--- src/rtl/uart_rx_pkg.sv ---
package uart_rx_pkg;

  typedef struct packed {
    logic shiftEn;
    logic shiftBit;
    logic frameDone;
    logic stopLow;
    logic noisy;
    logic idleHit;
  } rxStrobe_t;

  function automatic logic [3:0] frameLen(input logic [1:0] code);
    case (code)
      2'b01:   return 4'd9;
      2'b10:   return 4'd7;
      default: return 4'd8;
    endcase
  endfunction

endpackage

--- src/rtl/uart_rx_ctrl.sv ---
module uart_rx_ctrl
  import uart_rx_pkg::*;
#(
  parameter int DIV_W    = 16,
  parameter int OVS_LOG2 = 4
) (
  input  logic             clk,
  input  logic             rstN,
  input  logic             rxLine,
  input  logic             rxEn,
  input  logic [DIV_W-1:0] divisor,
  input  logic [1:0]       lenCode,
  output rxStrobe_t        strb
);
  localparam int IDLE_W = OVS_LOG2 + 5;
  localparam logic [OVS_LOG2-1:0] MID  = OVS_LOG2'(1 << (OVS_LOG2 - 1));
  localparam logic [OVS_LOG2-1:0] EVAL = MID + 1'b1;
  localparam logic [OVS_LOG2-1:0] LAST = '1;

  typedef enum logic [1:0] {ST_HUNT, ST_START, ST_DATA, ST_STOP} rxState_t;

  rxState_t              state;
  logic [1:0]            syncQ;
  logic                  rxS;
  logic [DIV_W-1:0]      divCnt;
  logic [DIV_W-1:0]      divEff;
  logic                  tick;
  logic [OVS_LOG2-1:0]   sampCnt;
  logic [3:0]            bitCnt;
  logic [1:0]            vote;
  logic                  maj;
  logic                  disagree;
  logic                  noiseAcc;
  logic                  lineWasHigh;
  logic [IDLE_W-1:0]     idleCnt;
  logic [IDLE_W-1:0]     frameTicks;
  logic                  idleArmed;
  logic [3:0]            nBits;

  // two-flop synchronizer for the asynchronous line
  always_ff @(posedge clk or negedge rstN) begin
    if (!rstN) syncQ <= 2'b11;
    else       syncQ <= {syncQ[0], rxLine};
  end
  assign rxS = syncQ[1];

  // oversampling tick generator, frozen while disabled
  assign divEff = (divisor == '0) ? DIV_W'(1) : divisor;
  assign tick   = rxEn && (divCnt >= divEff - 1'b1);

  always_ff @(posedge clk or negedge rstN) begin
    if (!rstN)      divCnt <= '0;
    else if (rxEn)  divCnt <= tick ? '0 : divCnt + 1'b1;
  end

  assign nBits      = frameLen(lenCode);
  assign frameTicks = IDLE_W'((int'(nBits) + 2) << OVS_LOG2);
  assign maj        = (vote[0] & vote[1]) | (vote[0] & rxS) | (vote[1] & rxS);
  assign disagree   = !((vote[0] == vote[1]) && (vote[1] == rxS));

  always_ff @(posedge clk or negedge rstN) begin
    if (!rstN) begin
      state       <= ST_HUNT;
      sampCnt     <= '0;
      bitCnt      <= '0;
      vote        <= '0;
      noiseAcc    <= 1'b0;
      lineWasHigh <= 1'b0;
      idleCnt     <= '0;
      idleArmed   <= 1'b0;
      strb        <= '0;
    end else begin
      strb <= '0;
      if (tick) begin
        // idle gap measurement
        if (state != ST_HUNT || !rxS) begin
          idleCnt <= '0;
        end else if (idleCnt < frameTicks) begin
          idleCnt <= idleCnt + 1'b1;
          if (idleCnt == frameTicks - 1'b1 && idleArmed) begin
            strb.idleHit <= 1'b1;
            idleArmed    <= 1'b0;
          end
        end

        if (state == ST_HUNT) begin
          lineWasHigh <= rxS;
          if (lineWasHigh && !rxS) begin
            state    <= ST_START;
            sampCnt  <= '0;
            noiseAcc <= 1'b0;
          end
        end else begin
          sampCnt <= sampCnt + 1'b1;
          if (sampCnt == MID - 1'b1) vote[0] <= rxS;
          if (sampCnt == MID)        vote[1] <= rxS;
          case (state)
            ST_START: begin
              if (sampCnt == EVAL) begin
                if (maj) begin
                  state       <= ST_HUNT;
                  lineWasHigh <= 1'b1;
                end else begin
                  noiseAcc <= disagree;
                end
              end
              if (sampCnt == LAST) begin
                state  <= ST_DATA;
                bitCnt <= '0;
              end
            end
            ST_DATA: begin
              if (sampCnt == EVAL) begin
                strb.shiftEn  <= 1'b1;
                strb.shiftBit <= maj;
                noiseAcc      <= noiseAcc | disagree;
              end
              if (sampCnt == LAST) begin
                bitCnt <= bitCnt + 1'b1;
                if (bitCnt == nBits - 1'b1) state <= ST_STOP;
              end
            end
            default: begin
              if (sampCnt == EVAL) begin
                strb.frameDone <= 1'b1;
                strb.stopLow   <= !maj;
                strb.noisy     <= noiseAcc | disagree;
                idleArmed      <= 1'b1;
                lineWasHigh    <= maj;
                state          <= ST_HUNT;
              end
            end
          endcase
        end
      end
    end
  end

  // tick counter frozen while disabled
  a_r10_div_hold: assert property (@(posedge clk) disable iff (!rstN)
    !rxEn |=> $stable(divCnt));
  // a high mid-bit vote on the start bit abandons the frame
  a_r8_false_start: assert property (@(posedge clk) disable iff (!rstN)
    (tick && state == ST_START && sampCnt == EVAL && maj) |=> state == ST_HUNT);
  // completion is a single-cycle event
  a_r6_done_pulse: assert property (@(posedge clk) disable iff (!rstN)
    strb.frameDone |=> !strb.frameDone);
  // idle report never coincides with a completion
  a_r9_idle_apart: assert property (@(posedge clk) disable iff (!rstN)
    strb.idleHit |-> !strb.frameDone);

endmodule

--- src/rtl/uart_rx_dp.sv ---
module uart_rx_dp
  import uart_rx_pkg::*;
#(
  parameter int DIV_W  = 16,
  parameter int DATA_W = 9,
  parameter int BUS_W  = 16
) (
  input  logic             clk,
  input  logic             rstN,
  input  rxStrobe_t        strb,
  input  logic             busRead,
  input  logic             busWrite,
  input  logic [1:0]       busAddr,
  input  logic [BUS_W-1:0] busWdata,
  output logic [BUS_W-1:0] busRdata,
  output logic             rxEn,
  output logic [DIV_W-1:0] divisor,
  output logic [1:0]       lenCode
);
  localparam logic [1:0] A_STAT = 2'd0;
  localparam logic [1:0] A_DATA = 2'd1;
  localparam logic [1:0] A_DIV  = 2'd2;
  localparam logic [1:0] A_CTRL = 2'd3;
  localparam logic [3:0] DW4    = 4'(DATA_W);

  logic [DATA_W-1:0] shReg;
  logic [DATA_W-1:0] dataReg;
  logic [DATA_W-1:0] newWord;
  logic [3:0]        nBits;
  logic              parEn, parOdd, parBad;
  logic              rxReady, parErr, frmErr, noiseErr, ovrErr, idleFlag;
  logic              statArmed;
  logic              readStat, readData, accept, clearErr;

  assign readStat = busRead && busAddr == A_STAT;
  assign readData = busRead && busAddr == A_DATA;
  assign nBits    = frameLen(lenCode);
  assign newWord  = shReg >> (DW4 - nBits);
  assign parBad   = parEn && ((^newWord) != parOdd);
  assign accept   = strb.frameDone && (!rxReady || readData);
  assign clearErr = readData && statArmed;

  always_ff @(posedge clk or negedge rstN) begin
    if (!rstN) shReg <= '0;
    else if (strb.shiftEn) shReg <= {strb.shiftBit, shReg[DATA_W-1:1]};
  end

  always_ff @(posedge clk or negedge rstN) begin
    if (!rstN) begin
      dataReg   <= '0;
      rxReady   <= 1'b0;
      parErr    <= 1'b0;
      frmErr    <= 1'b0;
      noiseErr  <= 1'b0;
      ovrErr    <= 1'b0;
      idleFlag  <= 1'b0;
      statArmed <= 1'b0;
    end else begin
      if (accept) dataReg <= newWord;

      if (accept)        rxReady <= 1'b1;
      else if (readData) rxReady <= 1'b0;

      if (strb.frameDone && !accept) ovrErr <= 1'b1;
      else if (clearErr)             ovrErr <= 1'b0;

      if (accept && parBad)    parErr <= 1'b1;
      else if (clearErr)       parErr <= 1'b0;

      if (accept && strb.stopLow) frmErr <= 1'b1;
      else if (clearErr)          frmErr <= 1'b0;

      if (accept && strb.noisy) noiseErr <= 1'b1;
      else if (clearErr)        noiseErr <= 1'b0;

      if (strb.idleHit)   idleFlag <= 1'b1;
      else if (clearErr)  idleFlag <= 1'b0;

      if (readStat)                  statArmed <= 1'b1;
      else if (busRead || busWrite)  statArmed <= 1'b0;
    end
  end

  always_ff @(posedge clk or negedge rstN) begin
    if (!rstN) begin
      divisor <= '0;
      rxEn    <= 1'b0;
      parEn   <= 1'b0;
      parOdd  <= 1'b0;
      lenCode <= 2'b00;
    end else if (busWrite) begin
      if (busAddr == A_DIV) divisor <= busWdata[DIV_W-1:0];
      if (busAddr == A_CTRL) begin
        rxEn    <= busWdata[0];
        parEn   <= busWdata[1];
        parOdd  <= busWdata[2];
        lenCode <= busWdata[4:3];
      end
    end
  end

  always_comb begin
    case (busAddr)
      A_STAT:  busRdata = BUS_W'({idleFlag, ovrErr, noiseErr, frmErr, parErr, rxReady});
      A_DATA:  busRdata = BUS_W'(dataReg);
      A_DIV:   busRdata = BUS_W'(divisor);
      default: busRdata = BUS_W'({lenCode, parOdd, parEn, rxEn});
    endcase
  end

  // held word survives a completion while still unread
  a_r3_word_kept: assert property (@(posedge clk) disable iff (!rstN)
    (strb.frameDone && rxReady && !readData) |=> ($stable(dataReg) && ovrErr));
  // a data read without a completing frame empties the holding register
  a_r5_ready_clears: assert property (@(posedge clk) disable iff (!rstN)
    (readData && !strb.frameDone) |=> !rxReady);
  // completed clear sequence drops the error flags
  a_r4_clear_seq: assert property (@(posedge clk) disable iff (!rstN)
    (statArmed && readData && !strb.frameDone) |=> !(parErr || frmErr || noiseErr || ovrErr));
  // error flags do not move without a frame or a data read
  a_r4_flags_hold: assert property (@(posedge clk) disable iff (!rstN)
    (!readData && !strb.frameDone) |=> $stable({parErr, frmErr, noiseErr, ovrErr}));
  // completion coinciding with a data read keeps ready set
  a_r11_same_cycle: assert property (@(posedge clk) disable iff (!rstN)
    (strb.frameDone && readData) |=> rxReady);

endmodule

--- src/rtl/uart_rx_status.sv ---
module uart_rx_status
  import uart_rx_pkg::*;
#(
  parameter int DIV_W    = 16,
  parameter int DATA_W   = 9,
  parameter int BUS_W    = 16,
  parameter int OVS_LOG2 = 4
) (
  input  logic             clk,
  input  logic             rstN,
  input  logic             rxLine,
  input  logic             busRead,
  input  logic             busWrite,
  input  logic [1:0]       busAddr,
  input  logic [BUS_W-1:0] busWdata,
  output logic [BUS_W-1:0] busRdata
);
  rxStrobe_t        strb;
  logic             rxEn;
  logic [DIV_W-1:0] divisor;
  logic [1:0]       lenCode;

  uart_rx_ctrl #(.DIV_W(DIV_W), .OVS_LOG2(OVS_LOG2)) ctrl_i (
    .clk(clk), .rstN(rstN), .rxLine(rxLine), .rxEn(rxEn),
    .divisor(divisor), .lenCode(lenCode), .strb(strb)
  );

  uart_rx_dp #(.DIV_W(DIV_W), .DATA_W(DATA_W), .BUS_W(BUS_W)) dp_i (
    .clk(clk), .rstN(rstN), .strb(strb),
    .busRead(busRead), .busWrite(busWrite), .busAddr(busAddr),
    .busWdata(busWdata), .busRdata(busRdata),
    .rxEn(rxEn), .divisor(divisor), .lenCode(lenCode)
  );

endmodule

--- config.mk ---
export PLATFORM = sky130hd
export DESIGN_NAME = uart_rx_status
export DESIGN_NICKNAME = d
export VERILOG_FILES = /design/src/rtl/uart_rx_pkg.sv /design/src/rtl/uart_rx_ctrl.sv /design/src/rtl/uart_rx_dp.sv /design/src/rtl/uart_rx_status.sv
export SDC_FILE = /design/constraint.sdc
export NUM_CORES = 1
export LEC_CHECK = 0
export BUFFER_PORTS_ARGS = -buffer_cell sky130_fd_sc_hd__buf_2
export CORE_ASPECT_RATIO = 1.2
export CORE_MARGIN = 4
export CORE_UTILIZATION = 55
export DETAILED_ROUTE_END_ITERATION = 10
export GPL_TIMING_DRIVEN = 0
export PLACE_DENSITY = 0.83
export SYNTH_ARGS = -nofsm -noshare
export SYNTH_HDL_FRONTEND = slang
export SYNTH_SLANG_ARGS = --single-unit
--- constraint.sdc ---
create_clock -name clk -period 4.93 [get_ports clk]
set_clock_uncertainty 0.1 [all_clocks]
set_input_delay 0.986 -clock clk [delete_from_list [all_inputs] [get_ports clk]]
set_output_delay 0.986 -clock clk [all_outputs]
set_load 0.05 [all_outputs]
==> flow_metrics.env <==
export IMPL_netlist_instances=566
export IMPL_globalRouteMet2Util_pct=41.1
export IMPL_area_growth_pct=13.3
export IMPL_yosysUniqueCellTypes=60
export IMPL_path_cells="or4_4 -> or4_4 -> or4_4 -> nor2b_1 -> ha_2 -> nand3_2 -> nor3_1 -> xnor2_1 -> ha_1 -> nand2_1 -> o21ai_0 -> a2111oi_2 -> o21a_2 -> buf_4 -> buf_4 -> nor4_1 -> mux2_2"
export IMPL_power_switching_mw=0.768
export IMPL_drive_gt1_share_pct=20.6
export IMPL_worst_path_most_repeated_cell="or4_4"
export IMPL_ys_seq_elements=94
export IMPL_final_nets=677
export IMPL_comb_power_share_pct=26.8
export IMPL_p_seq_share_pct=42.2
export IMPL_path_clk_slew_ns=0.07
export IMPL_die_h_um=120
export IMPL_drt_pass1_iter_count=5
export IMPL_num_rows=40
export IMPL_first_global_vias=4707
export IMPL_setup_viol=0
export IMPL_arrival_ns=4.91
export IMPL_synthArstFlopShare_pct=100
export IMPL_dieArea_mm2=0.0121
export IMPL_avgSynthCellArea_um2=10.1
export IMPL_p_int_mw=1.43
export IMPL_syn_area_mm2=0.00571
export IMPL_synth_edf_count=0
export IMPL_ant_nets=0
export IMPL_powerDensity_mw_per_mm2=339
export IMPL_cts_sinks=94
export IMPL_tightestPinTransition_ns=0.716
export IMPL_slew_headroom_pct=51.9
export IMPL_ys_warn_count=0
export IMPL_swShare_pct=35.0
export IMPL_vdd_drop_max_v=0.000187
export IMPL_crit_fanout=6
export IMPL_clk_root_buffer_cell="clkbuf_16"
export IMPL_core_area_mm2=0.0101
export IMPL_cap_violations=0
export IMPL_cpPeakStageDelay_ns=0.57
export IMPL_grt_pass1_wl_um=22400
export IMPL_drc_errors=0
export IMPL_synth_most_common_cell="dfrtp_1"
export IMPL_ys_flop_type="dfrtp_1"
export IMPL_use_met1_pct=28.0
export IMPL_cpMaxStageDelayCell="or4_4"
export IMPL_vias_per_cell=6.20
export IMPL_top_usage_layer="met2"
export IMPL_clk_latency_ns=0.35
export IMPL_grt_max_degree=66
export IMPL_gp_congestion=0.904
export IMPL_routed_wl_um=13400
export IMPL_grt_antenna_before_repair=0
export IMPL_netlist_top_cells_area="dfrtp_1, ha_1, mux2_2"
export IMPL_htree_num_levels=3
export IMPL_fp_dieW_um=101
export IMPL_dpl_cell_count=729
export IMPL_status="finished, final reports clean"
export IMPL_numPortBuffers=36
export IMPL_n_fill_cell=783
export IMPL_vias=4637
export IMPL_ys_top_cells_by_count="dfrtp_1, nand2_1, nor2_1"
export IMPL_fmax_mhz=209
export IMPL_cp_required_ns=5.06
export IMPL_fin_crit_ns=4.78
export IMPL_cts_hold_repair_buffers=0
export IMPL_start_util_pct=56.8
export IMPL_yosys_area_top_type="dfrtp_1"
export IMPL_whs_ns=0.259
export IMPL_antennaDiodeCount=0
export IMPL_hold_violations=0
export IMPL_drv_slew=0
export IMPL_cts_buffers=9
export IMPL_stdcell_count=748
export IMPL_overflow=0
export IMPL_use_met3_pct=4.42
export IMPL_critical_path_class="reg2reg"
export IMPL_end_kind="register"
export IMPL_routedWlPerCell_um=17.9
export IMPL_ios=39
export IMPL_first_iter_violations=263
export IMPL_ys_seq_area_share_pct=41.2
export IMPL_syn_num_nets=626
export IMPL_fin_crit_sh_pct=97.0
export IMPL_p_leak_nw=2.94
export IMPL_p_clk_share_pct=31.0
export IMPL_track_usage_pct=23.1
export IMPL_start_kind="register"
export IMPL_min_path_type="reg2reg"
export IMPL_post_dp_hpwl_um=9910
export IMPL_cts_tree="done"
export IMPL_max_clock_path_buffers=2
export IMPL_synth_top_area_share_pct=40.3
## worst max-delay path: cells and delay by family, from the launching register on
| family | cells | cell delay [ns] |
|---|---|---|
| AO/OA/AOI/OAI | 3 | 0.48 |
| XOR/XNOR | 1 | 0.15 |
| adder cells (fa/ha/maj) | 2 | 0.53 |
| buffers and inverters | 2 | 0.30 |
| flip-flops | 1 | 0.46 |
| multiplexers | 1 | 0.37 |
| AND/OR/NAND/NOR | 8 | 2.27 |
## per-stage QoR
step	cell area, µm²	total power [mW]	setup WS [ns]	utilization [%]	setup TNS [ns]
CTS	6420	2.18	0.0217	63.8	0
detailed placement	6080	1.47	-0.822	60.4	-22.57
floorplan	5710	1.30	0.212	-	0
finish	6470	2.20	0.150	64.3	0
global placement	6050	1.44	-0.663	60.1	-16.40
global route	6470	2.32	-0.0185	64.3	-0.0344
## logic make-up after synthesis
logic type,synth area share (%)
adders and majority gates,8.11
muxes,11.6
xor gates and xnor gates,5.21
DFF,41.2
AOI/OAI and AO/OA,13.1
buffers and inverters,2.80
and+or+nand+nor,17.9
## layout by cell type (no fill, tap or decap), drive strengths merged, types with 5 or more instances in the layout
master,netlist,routed
dfrtp,92,92
nand2b,8,8
a21oi,11,11
xor2,17,17
clkbuf,19,24
inv,19,23
o211ai,6,6
mux2,36,36
nor3,17,17
buf,4,48
mux4,7,7
nand3b,6,6
nor2,40,40
a22o,10,10
o31ai,11,11
xnor2,17,17
nand4,8,8
ha,37,37
nor4,5,5
and3,7,7
o21ai,26,26
mux2i,10,10
nand2,50,50
a211o,5,5
nand3,21,21
a31oi,6,6
and2,12,12
nor2b,9,9
## power groups by stage
| stage | registers (mW) | logic [mW] | clock network (mW) |
|---|---|---|---|
| 6_report | 0.927 | 0.589 | 0.680 |
| 5_1_grt | 0.937 | 0.652 | 0.726 |
| 4_1_cts | 0.926 | 0.565 | 0.691 |
| 3_5_place_dp | 0.939 | 0.534 | 0 |
| 3_3_place_gp | 0.934 | 0.502 | 0 |
| 2_1_floorplan | 0.905 | 0.395 | 0 |
## flip-flops by register name, indices dropped and copies added (netlist names), 4 cells and up
register,flops
ctrl_i.divCnt,16
ctrl_i.idleCnt,9
dp_i.divisor,16
ctrl_i.strb,6
dp_i.shReg,9
dp_i.dataReg,9
ctrl_i.bitCnt,4
ctrl_i.sampCnt,4
## routing by layer
layer	wire, µm	up-vias
li1	-	2167
met1	5410	2308
met2	7000	136
met3	681	26
met4	290	0
met5	0	-
## final timing paths
kind                                        startpoint                            end  slack, ns  cells past startpoint
max                        dp_i.divisor[8]$_DFFE_PN0P_     ctrl_i.vote[1]$_DFFE_PN0P_       0.15                     17
min                          ctrl_i.syncQ[0]$_DFF_PN1_      ctrl_i.syncQ[1]$_DFF_PN1_       0.26                      0
max reg2reg                dp_i.divisor[8]$_DFFE_PN0P_     ctrl_i.vote[1]$_DFFE_PN0P_       0.15                     17
min reg2reg                  ctrl_i.syncQ[0]$_DFF_PN1_      ctrl_i.syncQ[1]$_DFF_PN1_       0.26                      0
max in group asynchronous                         rstN      ctrl_i.syncQ[0]$_DFF_PN1_       3.58                      2
min in group asynchronous                         rstN  ctrl_i.divCnt[15]$_DFFE_PN0P_       0.46                      1
## area by class of cell
type	count	area, µm²	area share [%]
repair buffers	40	233	3.60
clock buffers	9	225	3.48
plain buffers	23	109	1.68
multi-input cells	430	3260	50.3
clock inverters	7	62.6	0.967
inverters	19	71.3	1.10
well taps	126	158	2.44
flip-flops and latches	94	2360	36.4
## repair_timing
action | 4_1_cts | 5_1_grt
pin swaps | 0 | 4
setup buffers | 1 | 2
gates resized for setup | 19 | 14
endpoints found under the setup margin | 46 | 42
(Power assumes the default switching activity.)
